`config.mk`:
```
export PLATFORM = sky130hd
export DESIGN_NAME = mon_handshake_ctrl
export DESIGN_NICKNAME = d
export VERILOG_FILES = /design/src/rtl/mon_pkg.sv /design/src/rtl/mon_rx.sv /design/src/rtl/mon_decode.sv /design/src/rtl/mon_tx.sv /design/src/rtl/mon_handshake_ctrl.sv
export SDC_FILE = /design/constraint.sdc
export NUM_CORES = 1
export LEC_CHECK = 0
export BUFFER_PORTS_ARGS = -buffer_cell sky130_fd_sc_hd__buf_2
export CAP_MARGIN = 25
export CORE_ASPECT_RATIO = 1.5
export CORE_UTILIZATION = 50
export CTS_CLUSTER_DIAMETER = 50
export DETAILED_ROUTE_END_ITERATION = 16
export PLACE_DENSITY = 0.83
export SETUP_SLACK_MARGIN = 0.4
export SYNTH_ARGS = -nofsm -noshare
export SYNTH_HDL_FRONTEND = slang
export SYNTH_HIERARCHICAL = 1
export SYNTH_SLANG_ARGS = --single-unit
```
`constraint.sdc`:
```
create_clock -name clk -period 1.49 [get_ports clk]
set_input_delay 0.298 -clock clk [delete_from_list [all_inputs] [get_ports clk]]
set_output_delay 0.298 -clock clk [all_outputs]
set_load 0.02 [all_outputs]
```
`src/rtl/mon_pkg.sv`:
```
package mon_pkg;
    localparam int unsigned MB_W   = 8;   // monitor byte width
    localparam int unsigned CS_W   = 4;   // chip-select id width
    localparam int unsigned RD_BIT = 2;   // read-request flag position in an address byte

    typedef logic [MB_W-1:0] mbyte_t;
    typedef logic [CS_W-1:0] devid_t;

    typedef enum logic [2:0] {
        RX_IDLE,   // no message
        RX_CS1,    // one copy of the chip-select byte held
        RX_HOLD,   // message open, acknowledge asserted
        RX_NEW1,   // new byte announced, waiting for its second copy
        RX_PRE,    // pre-acknowledge frame
        RX_QUIET   // message ignored, waiting for end
    } rx_st_e;

    typedef enum logic [1:0] {
        TX_IDLE,
        TX_SEND,
        TX_WAIT,
        TX_GAP
    } tx_st_e;

    typedef struct packed {
        logic   first;
        logic   valid;
        mbyte_t data;
    } rx_evt_t;

    typedef struct packed {
        logic   we;
        logic   re;
        mbyte_t addr;
        mbyte_t wdata;
    } reg_cmd_t;

    function automatic logic cs_hit(mbyte_t b, devid_t id);
        return b[MB_W-1 -: CS_W] == id;
    endfunction

    function automatic logic is_read(mbyte_t b);
        return b[RD_BIT];
    endfunction
endpackage

```
`src/rtl/mon_rx.sv`:
```
module mon_rx
    import mon_pkg::*;
#(
    parameter int unsigned QUIET_FRAMES = 2
) (
    input  logic    clk,
    input  logic    rst,
    input  logic    frame_stb,
    input  mbyte_t  rx_byte,
    input  logic    rx_e_n,
    input  devid_t  dev_id,
    output logic    a_n,
    output rx_evt_t evt
);
    localparam int unsigned QW = $clog2(QUIET_FRAMES + 1);

    rx_st_e        st;
    mbyte_t        cand;
    logic          pre_ok;
    logic [QW-1:0] qcnt;
    logic          same;
    logic          e_off;

    assign same  = (rx_byte == cand);
    assign e_off = rx_e_n;

    always_ff @(posedge clk) begin
        if (rst) begin
            st     <= RX_IDLE;
            cand   <= '0;
            pre_ok <= 1'b0;
            qcnt   <= '0;
            a_n    <= 1'b1;
            evt    <= '0;
        end else begin
            evt <= '0;
            if (frame_stb) begin
                case (st)
                    RX_IDLE: begin
                        a_n <= 1'b1;
                        if (!e_off) begin
                            cand <= rx_byte;
                            st   <= RX_CS1;
                        end
                    end
                    RX_CS1: begin
                        if (e_off) begin
                            st <= RX_IDLE;
                        end else if (!same) begin
                            cand <= rx_byte;
                        end else if (cs_hit(rx_byte, dev_id)) begin
                            a_n       <= 1'b0;
                            evt.first <= 1'b1;
                            st        <= RX_HOLD;
                        end else begin
                            qcnt <= '0;
                            st   <= RX_QUIET;
                        end
                    end
                    RX_HOLD: begin
                        if (e_off) begin
                            cand <= rx_byte;
                            st   <= RX_NEW1;
                        end
                    end
                    RX_NEW1: begin
                        a_n <= 1'b1;
                        if (e_off) begin
                            st <= RX_IDLE;
                        end else begin
                            pre_ok    <= same;
                            evt.valid <= same;
                            evt.data  <= rx_byte;
                            st        <= RX_PRE;
                        end
                    end
                    RX_PRE: begin
                        if (pre_ok) begin
                            a_n <= 1'b0;
                            if (e_off) begin
                                cand <= rx_byte;
                                st   <= RX_NEW1;
                            end else begin
                                st <= RX_HOLD;
                            end
                        end else begin
                            a_n  <= 1'b1;
                            qcnt <= e_off ? QW'(1) : '0;
                            st   <= RX_QUIET;
                        end
                    end
                    RX_QUIET: begin
                        a_n <= 1'b1;
                        if (e_off) begin
                            if (int'(qcnt) + 1 >= int'(QUIET_FRAMES)) begin
                                st <= RX_IDLE;
                            end else begin
                                qcnt <= qcnt + 1'b1;
                            end
                        end else begin
                            qcnt <= '0;
                        end
                    end
                    default: st <= RX_IDLE;
                endcase
            end
        end
    end
endmodule

```
`src/rtl/mon_decode.sv`:
```
module mon_decode
    import mon_pkg::*;
(
    input  logic     clk,
    input  logic     rst,
    input  rx_evt_t  evt,
    output reg_cmd_t cmd
);
    logic want_addr;

    always_ff @(posedge clk) begin
        if (rst) begin
            want_addr <= 1'b1;
            cmd       <= '0;
        end else begin
            cmd.we <= 1'b0;
            cmd.re <= 1'b0;
            if (evt.first) begin
                want_addr <= 1'b1;
            end else if (evt.valid) begin
                if (want_addr) begin
                    cmd.addr <= evt.data;
                    if (is_read(evt.data)) begin
                        cmd.re <= 1'b1;
                    end else begin
                        want_addr <= 1'b0;
                    end
                end else begin
                    cmd.wdata <= evt.data;
                    cmd.we    <= 1'b1;
                    want_addr <= 1'b1;
                end
            end
        end
    end
endmodule

```
`src/rtl/mon_tx.sv`:
```
module mon_tx
    import mon_pkg::*;
#(
    parameter int unsigned QUIET_FRAMES = 2,
    parameter int unsigned GAP_FRAMES   = 2
) (
    input  logic   clk,
    input  logic   rst,
    input  logic   frame_stb,
    input  logic   rx_a_n,
    input  logic   load,
    input  mbyte_t load_data,
    output logic   e_n,
    output mbyte_t byte_o
);
    localparam int unsigned QW = $clog2(QUIET_FRAMES + 1);
    localparam int unsigned GW = $clog2(GAP_FRAMES + 1);

    tx_st_e        st;
    logic          pend;
    mbyte_t        buf_q;
    logic [QW-1:0] qa;
    logic [GW-1:0] gcnt;
    logic          a_quiet;

    assign a_quiet = rx_a_n && (int'(qa) + 1 >= int'(QUIET_FRAMES));

    always_ff @(posedge clk) begin
        if (rst) begin
            st     <= TX_IDLE;
            pend   <= 1'b0;
            buf_q  <= '0;
            qa     <= '0;
            gcnt   <= '0;
            e_n    <= 1'b1;
            byte_o <= '1;
        end else begin
            if (frame_stb) begin
                if (!rx_a_n) begin
                    qa <= '0;
                end else if (int'(qa) < int'(QUIET_FRAMES)) begin
                    qa <= qa + 1'b1;
                end
                case (st)
                    TX_IDLE: begin
                        if (pend && a_quiet) begin
                            e_n    <= 1'b0;
                            byte_o <= buf_q;
                            pend   <= 1'b0;
                            st     <= TX_SEND;
                        end
                    end
                    TX_SEND: begin
                        if (!rx_a_n) st <= TX_WAIT;
                    end
                    TX_WAIT: begin
                        e_n    <= 1'b1;
                        byte_o <= '1;
                        gcnt   <= '0;
                        st     <= TX_GAP;
                    end
                    TX_GAP: begin
                        if (int'(gcnt) + 1 >= int'(GAP_FRAMES)) begin
                            st <= TX_IDLE;
                        end else begin
                            gcnt <= gcnt + 1'b1;
                        end
                    end
                    default: st <= TX_IDLE;
                endcase
            end
            if (load) begin
                pend  <= 1'b1;
                buf_q <= load_data;
            end
        end
    end
endmodule

```
`src/rtl/mon_handshake_ctrl.sv`:
```
module mon_handshake_ctrl
    import mon_pkg::*;
#(
    parameter int unsigned QUIET_FRAMES = 2,
    parameter int unsigned GAP_FRAMES   = 2
) (
    input  logic             clk,
    input  logic             rst,
    input  logic             frame_stb,
    input  logic [CS_W-1:0]  dev_id,
    input  logic [MB_W-1:0]  rx_byte,
    input  logic             rx_e_n,
    input  logic             rx_a_n,
    output logic [MB_W-1:0]  tx_byte,
    output logic             tx_e_n,
    output logic             tx_a_n,
    output logic             reg_we,
    output logic             reg_re,
    output logic [MB_W-1:0]  reg_addr,
    output logic [MB_W-1:0]  reg_wdata,
    input  logic [MB_W-1:0]  reg_rdata
);
    rx_evt_t  evt;
    reg_cmd_t cmd;

    mon_rx #(.QUIET_FRAMES(QUIET_FRAMES)) u_rx (
        .clk       (clk),
        .rst       (rst),
        .frame_stb (frame_stb),
        .rx_byte   (rx_byte),
        .rx_e_n    (rx_e_n),
        .dev_id    (dev_id),
        .a_n       (tx_a_n),
        .evt       (evt)
    );

    mon_decode u_dec (
        .clk (clk),
        .rst (rst),
        .evt (evt),
        .cmd (cmd)
    );

    mon_tx #(.QUIET_FRAMES(QUIET_FRAMES), .GAP_FRAMES(GAP_FRAMES)) u_tx (
        .clk       (clk),
        .rst       (rst),
        .frame_stb (frame_stb),
        .rx_a_n    (rx_a_n),
        .load      (cmd.re),
        .load_data (reg_rdata),
        .e_n       (tx_e_n),
        .byte_o    (tx_byte)
    );

    assign reg_we    = cmd.we;
    assign reg_re    = cmd.re;
    assign reg_addr  = cmd.addr;
    assign reg_wdata = cmd.wdata;
endmodule

```
==> metrics.md <==
| Metric | Value |
|---|---|
| Result of the run | finished with violations |
| Violations in the final reports | negative setup slack |
| Worst path cell trace | xor2_1, nor4_1, nand2_1, o311a_1, or3_1 |
| Number of enable-type register cells in the synthesized netlist | 0 |
| Clock tree from TritonCTS | done |
| Input/output buffers | 52 |
| Maximum number of pins on one net before global-route repair | 25 |
| GRT overflow | 0 |
| Post-layout utilization of the core | 75.35% |
| Register area share after synthesis | a little over two fifths |
| Kind of start point of the critical path | register |
| Die area | 6699 µm² |
| Clock root cell | sky130_fd_sc_hd__clkbuf_8 |
| Number of nets with antenna violations after detailed routing | 0 |
| Total vias in the final route | 2827 |
| Clock latency of the later-clocked register in the worst-skew pair | roughly 0.35 ns |
| Layout area overhead | 45.07% |
| Commonest non-fill, non-tap cell in the layout | sky130_fd_sc_hd__buf_4 |
| Number of distinct library cell variants in the gate-level netlist after synthesis | 56 |
| Count of warnings emitted by yosys | 6 |
| Library cell with the largest summed area after synthesis | sky130_fd_sc_hd__dfxtp_1 |
| Post-synthesis net count | 360 |
| Final Critical Period | about 1.6 ns |
| Total power density per cell area | 819.2 nW/µm² |
| Proportion of netlist area held by the largest area contributor | between 40 and 50% |
| Cell count after placement | 464 |
| Detailed-route vias per instance | 5.511 |
| Maximum frequency from static timing analysis | roughly 0.6 GHz |
| Critical-path top delay cell | sky130_fd_sc_hd__dfxtp_2 |
| Main flop type after synthesis | sky130_fd_sc_hd__dfxtp_1 |
| Die outline width | 67.16 µm |
| Type of element capturing the critical path | register |
| Max-capacitance violation count | 0 |
| Buffer levels on the longest clock path | 2 |
| Final standard cell area without fillers | approximately 4600 µm² |
| Worst slew margin relative to its limit | 70.62% |
| Min setup slack post-route | -0.1410 ns |
| Worst Path Class, Setup | register to register |
| Overall routed net length | approximately 8 mm |
| Post-route DRC violation count | 0 |
| Number of design-rule violations left by the first detailed-router iteration | 184 |
| Hpwl dp | 4.837 mm |
| Synthesized netlist cell count | 328 |
| Placement row count | 35 |
| I/O pin cnt | 53 |
| Worst hold-check slack | 0.1939 ns |
| Combined global-route utilization of all metal layers | 24.10% |
| Average detailed-routed wire length per instance | 16.05 µm |
| Number of buffers created by CTS | 9 |
| First-pass GRT wire length | 12.13 mm |
| Netlist area before placement | approximately 3200 µm² |
| Commonest cells after routing, fill and taps aside | sky130_fd_sc_hd__buf_4 (54), sky130_fd_sc_hd__nand2b_1 (40), sky130_fd_sc_hd__dfxtp_2 (38) |
| Fraction of registers with async set/reset | 0% |
| Period utilization | 109.5% |
| Final-report hold violation count | 0 |
| Number of detailed-route iterations in the first pass | 6 |
| Clock input transition at the sequential cells of the worst setup and hold paths | about 0.08 ns |
| Main area contributors after synthesis | sky130_fd_sc_hd__dfxtp_1 (43%), sky130_fd_sc_hd__mux2i_1 (11%), sky130_fd_sc_hd__nand2b_1 (8.4%) |
| Total of flip-flops plus latches after synthesis | 68 |
| Arrival time at the worst endpoint | 1.86 ns |
| Setup repair after global routing missed its margin | yes |
| Maximum single-stage delay on the critical path | 0.32 ns |
| Total number of H-tree levels | 3 |
| Count of nets after finishing | 467 |
| Cell type group with the largest total delay on the critical path | simple AND/OR/NAND/NOR gates |
| Synth Area per Inst | just under 10 µm² |
| Fin Clk Skew | 0.01212 ns |
| Die outline height | 99.74 µm |
| Total Power | between 3000 and 4000 µW |
| Clock sink count | 68 |
| Slew @ Worst Pin | between 0.4 and 0.5 ns |
| Ant diodes | 0 |
| Number of antenna violations at the first check in global routing | 0 |
| Static power due to leakage | approximately 0.0019 µW |
| Layout cell share with drive strength beyond 1 | 50.34% |
| Non-filler cells in the finished layout | 513 |
| Data required time at the worst endpoint | 1.72 ns |
| Type of the most critical hold path | primary input to register |
| Largest fanout on the critical path | 4 |
| Final-report setup violation count | 14 |
| Max Slew Vio Count | 0 |
| Crit path buffers/inverters | 0 |
| Initial standard-cell utilization of the core | 51.94% |
| Dpl cell area | 3775 µm² |
| Area inside the core boundary | 6131 µm² |
| Vias in the first global route | 2662 |
| Routability congestion estimate | 0.9069 |
| Max VDD drop | 0.4739 mV |
where the power goes:
| part | internal, µW | leakage, µW | switching (µW) |
|---|---|---|---|
| Clock | 807 | 0.0000914 | 695 |
| Sequential | 1830 | 0.000562 | 17.7 |
| Combinational | 223 | 0.00124 | 211 |
layer usage:
metal  routed length [µm]  GRT usage (%)  share of wire [%]  vias to the layer above
met5                    0              0                  0                        -
met4                  249          13.75                3.0                        0
met3                  380          5.734                4.6                       20
met2                 4503          43.62                 55                       97
met1                 3101          24.01                 38                     1359
li1                     -              -                  -                     1351
per-stage QoR:
stage,worst slack (ns),setup TNS [ns]
6_report,-0.1410,-1.047
5_1_grt,-0.2478,-3.149
4_1_cts,-0.1874,-1.483
3_5_place_dp,-0.3491,-3.818
3_3_place_gp,-0.3472,-3.734
2_1_floorplan,-0.08109,-0.5623
path summary, 6_finish.rpt:
check | from | end | slack, ns | depth (start not counted)
worst max-delay path | u_rx/cand[7]$_SDFFE_PP0P_ | u_rx/a_n$_SDFFE_PP1P_ | -0.14 | 5
worst min-delay path | reg_rdata[1] | u_tx/buf_q[1]$_SDFFE_PP0P_ | 0.19 | 3
worst max register to register | u_rx/cand[7]$_SDFFE_PP0P_ | u_rx/a_n$_SDFFE_PP1P_ | -0.14 | 5
worst min register to register | u_tx/buf_q[3]$_SDFFE_PP0P_ | u_tx/byte_o[3]$_SDFFE_PP1P_ | 0.46 | 1
worst reg2reg max path, cell delays in order (launching register included):
cell and delay, ns:
sky130_fd_sc_hd__dfxtp_2 0.32, sky130_fd_sc_hd__xor2_1 0.15, sky130_fd_sc_hd__nor4_1 0.27, sky130_fd_sc_hd__nand2_1 0.17, sky130_fd_sc_hd__o311a_1 0.31, sky130_fd_sc_hd__or3_1 0.29
synthesized netlist by cell type, drive strengths merged, types with 8 or more instances:
cell and number:
and2 8, buf 9, clkbuf 9, dfxtp 68, inv 13, mux2i 36
nand2 13, nand2b 43, nor2 18, o21ai 9, o22a 9, xor2 8
registers in the layout (all words and copies together), names as in the netlist, 2 cells and up:
signal / cells
u_rx/cand: 8
u_tx/buf_q: 8
u_dec/cmd: 18
u_rx/st: 3
u_rx/qcnt: 2
u_tx/gcnt: 2
u_tx/qa: 2
u_tx/st: 2
u_tx/byte_o: 8
u_rx/evt: 10
repair_timing:
action,4_1_cts,5_1_grt
gates resized for setup,120,20
gates cloned,0,1
setup endpoints to repair,75,83
hold buffers,0,0
buffers inserted,13,20
pin swaps,12,13
final cells by class:
cell class	instances	area, µm²
clock buffer	11	141.4
clock inverter	4	50.05
fill	362	1511
inverter	13	53.80
multi-input combinational	229	1926
sequential	68	1431
tap	74	92.59
timing repair buffer	114	924.6
kinds of logic (layout without fill, tap and decap cells):
group / Yosys count / in the layout / share of synthesized area, %
AND/OR/NAND/NOR: 121 / 121 / 22.59
XOR/XNOR: 13 / 13 / 3.576
adder cells (fa/ha/maj): 7 / 7 / 2.750
multiplexers: 37 / 37 / 11.67
AO/OA/AOI/OAI: 51 / 51 / 12.34
flip-flops: 68 / 68 / 42.75
buffers and inverters: 31 / 142 / 4.322
Note: power is estimated with default switching activity, not from simulation.
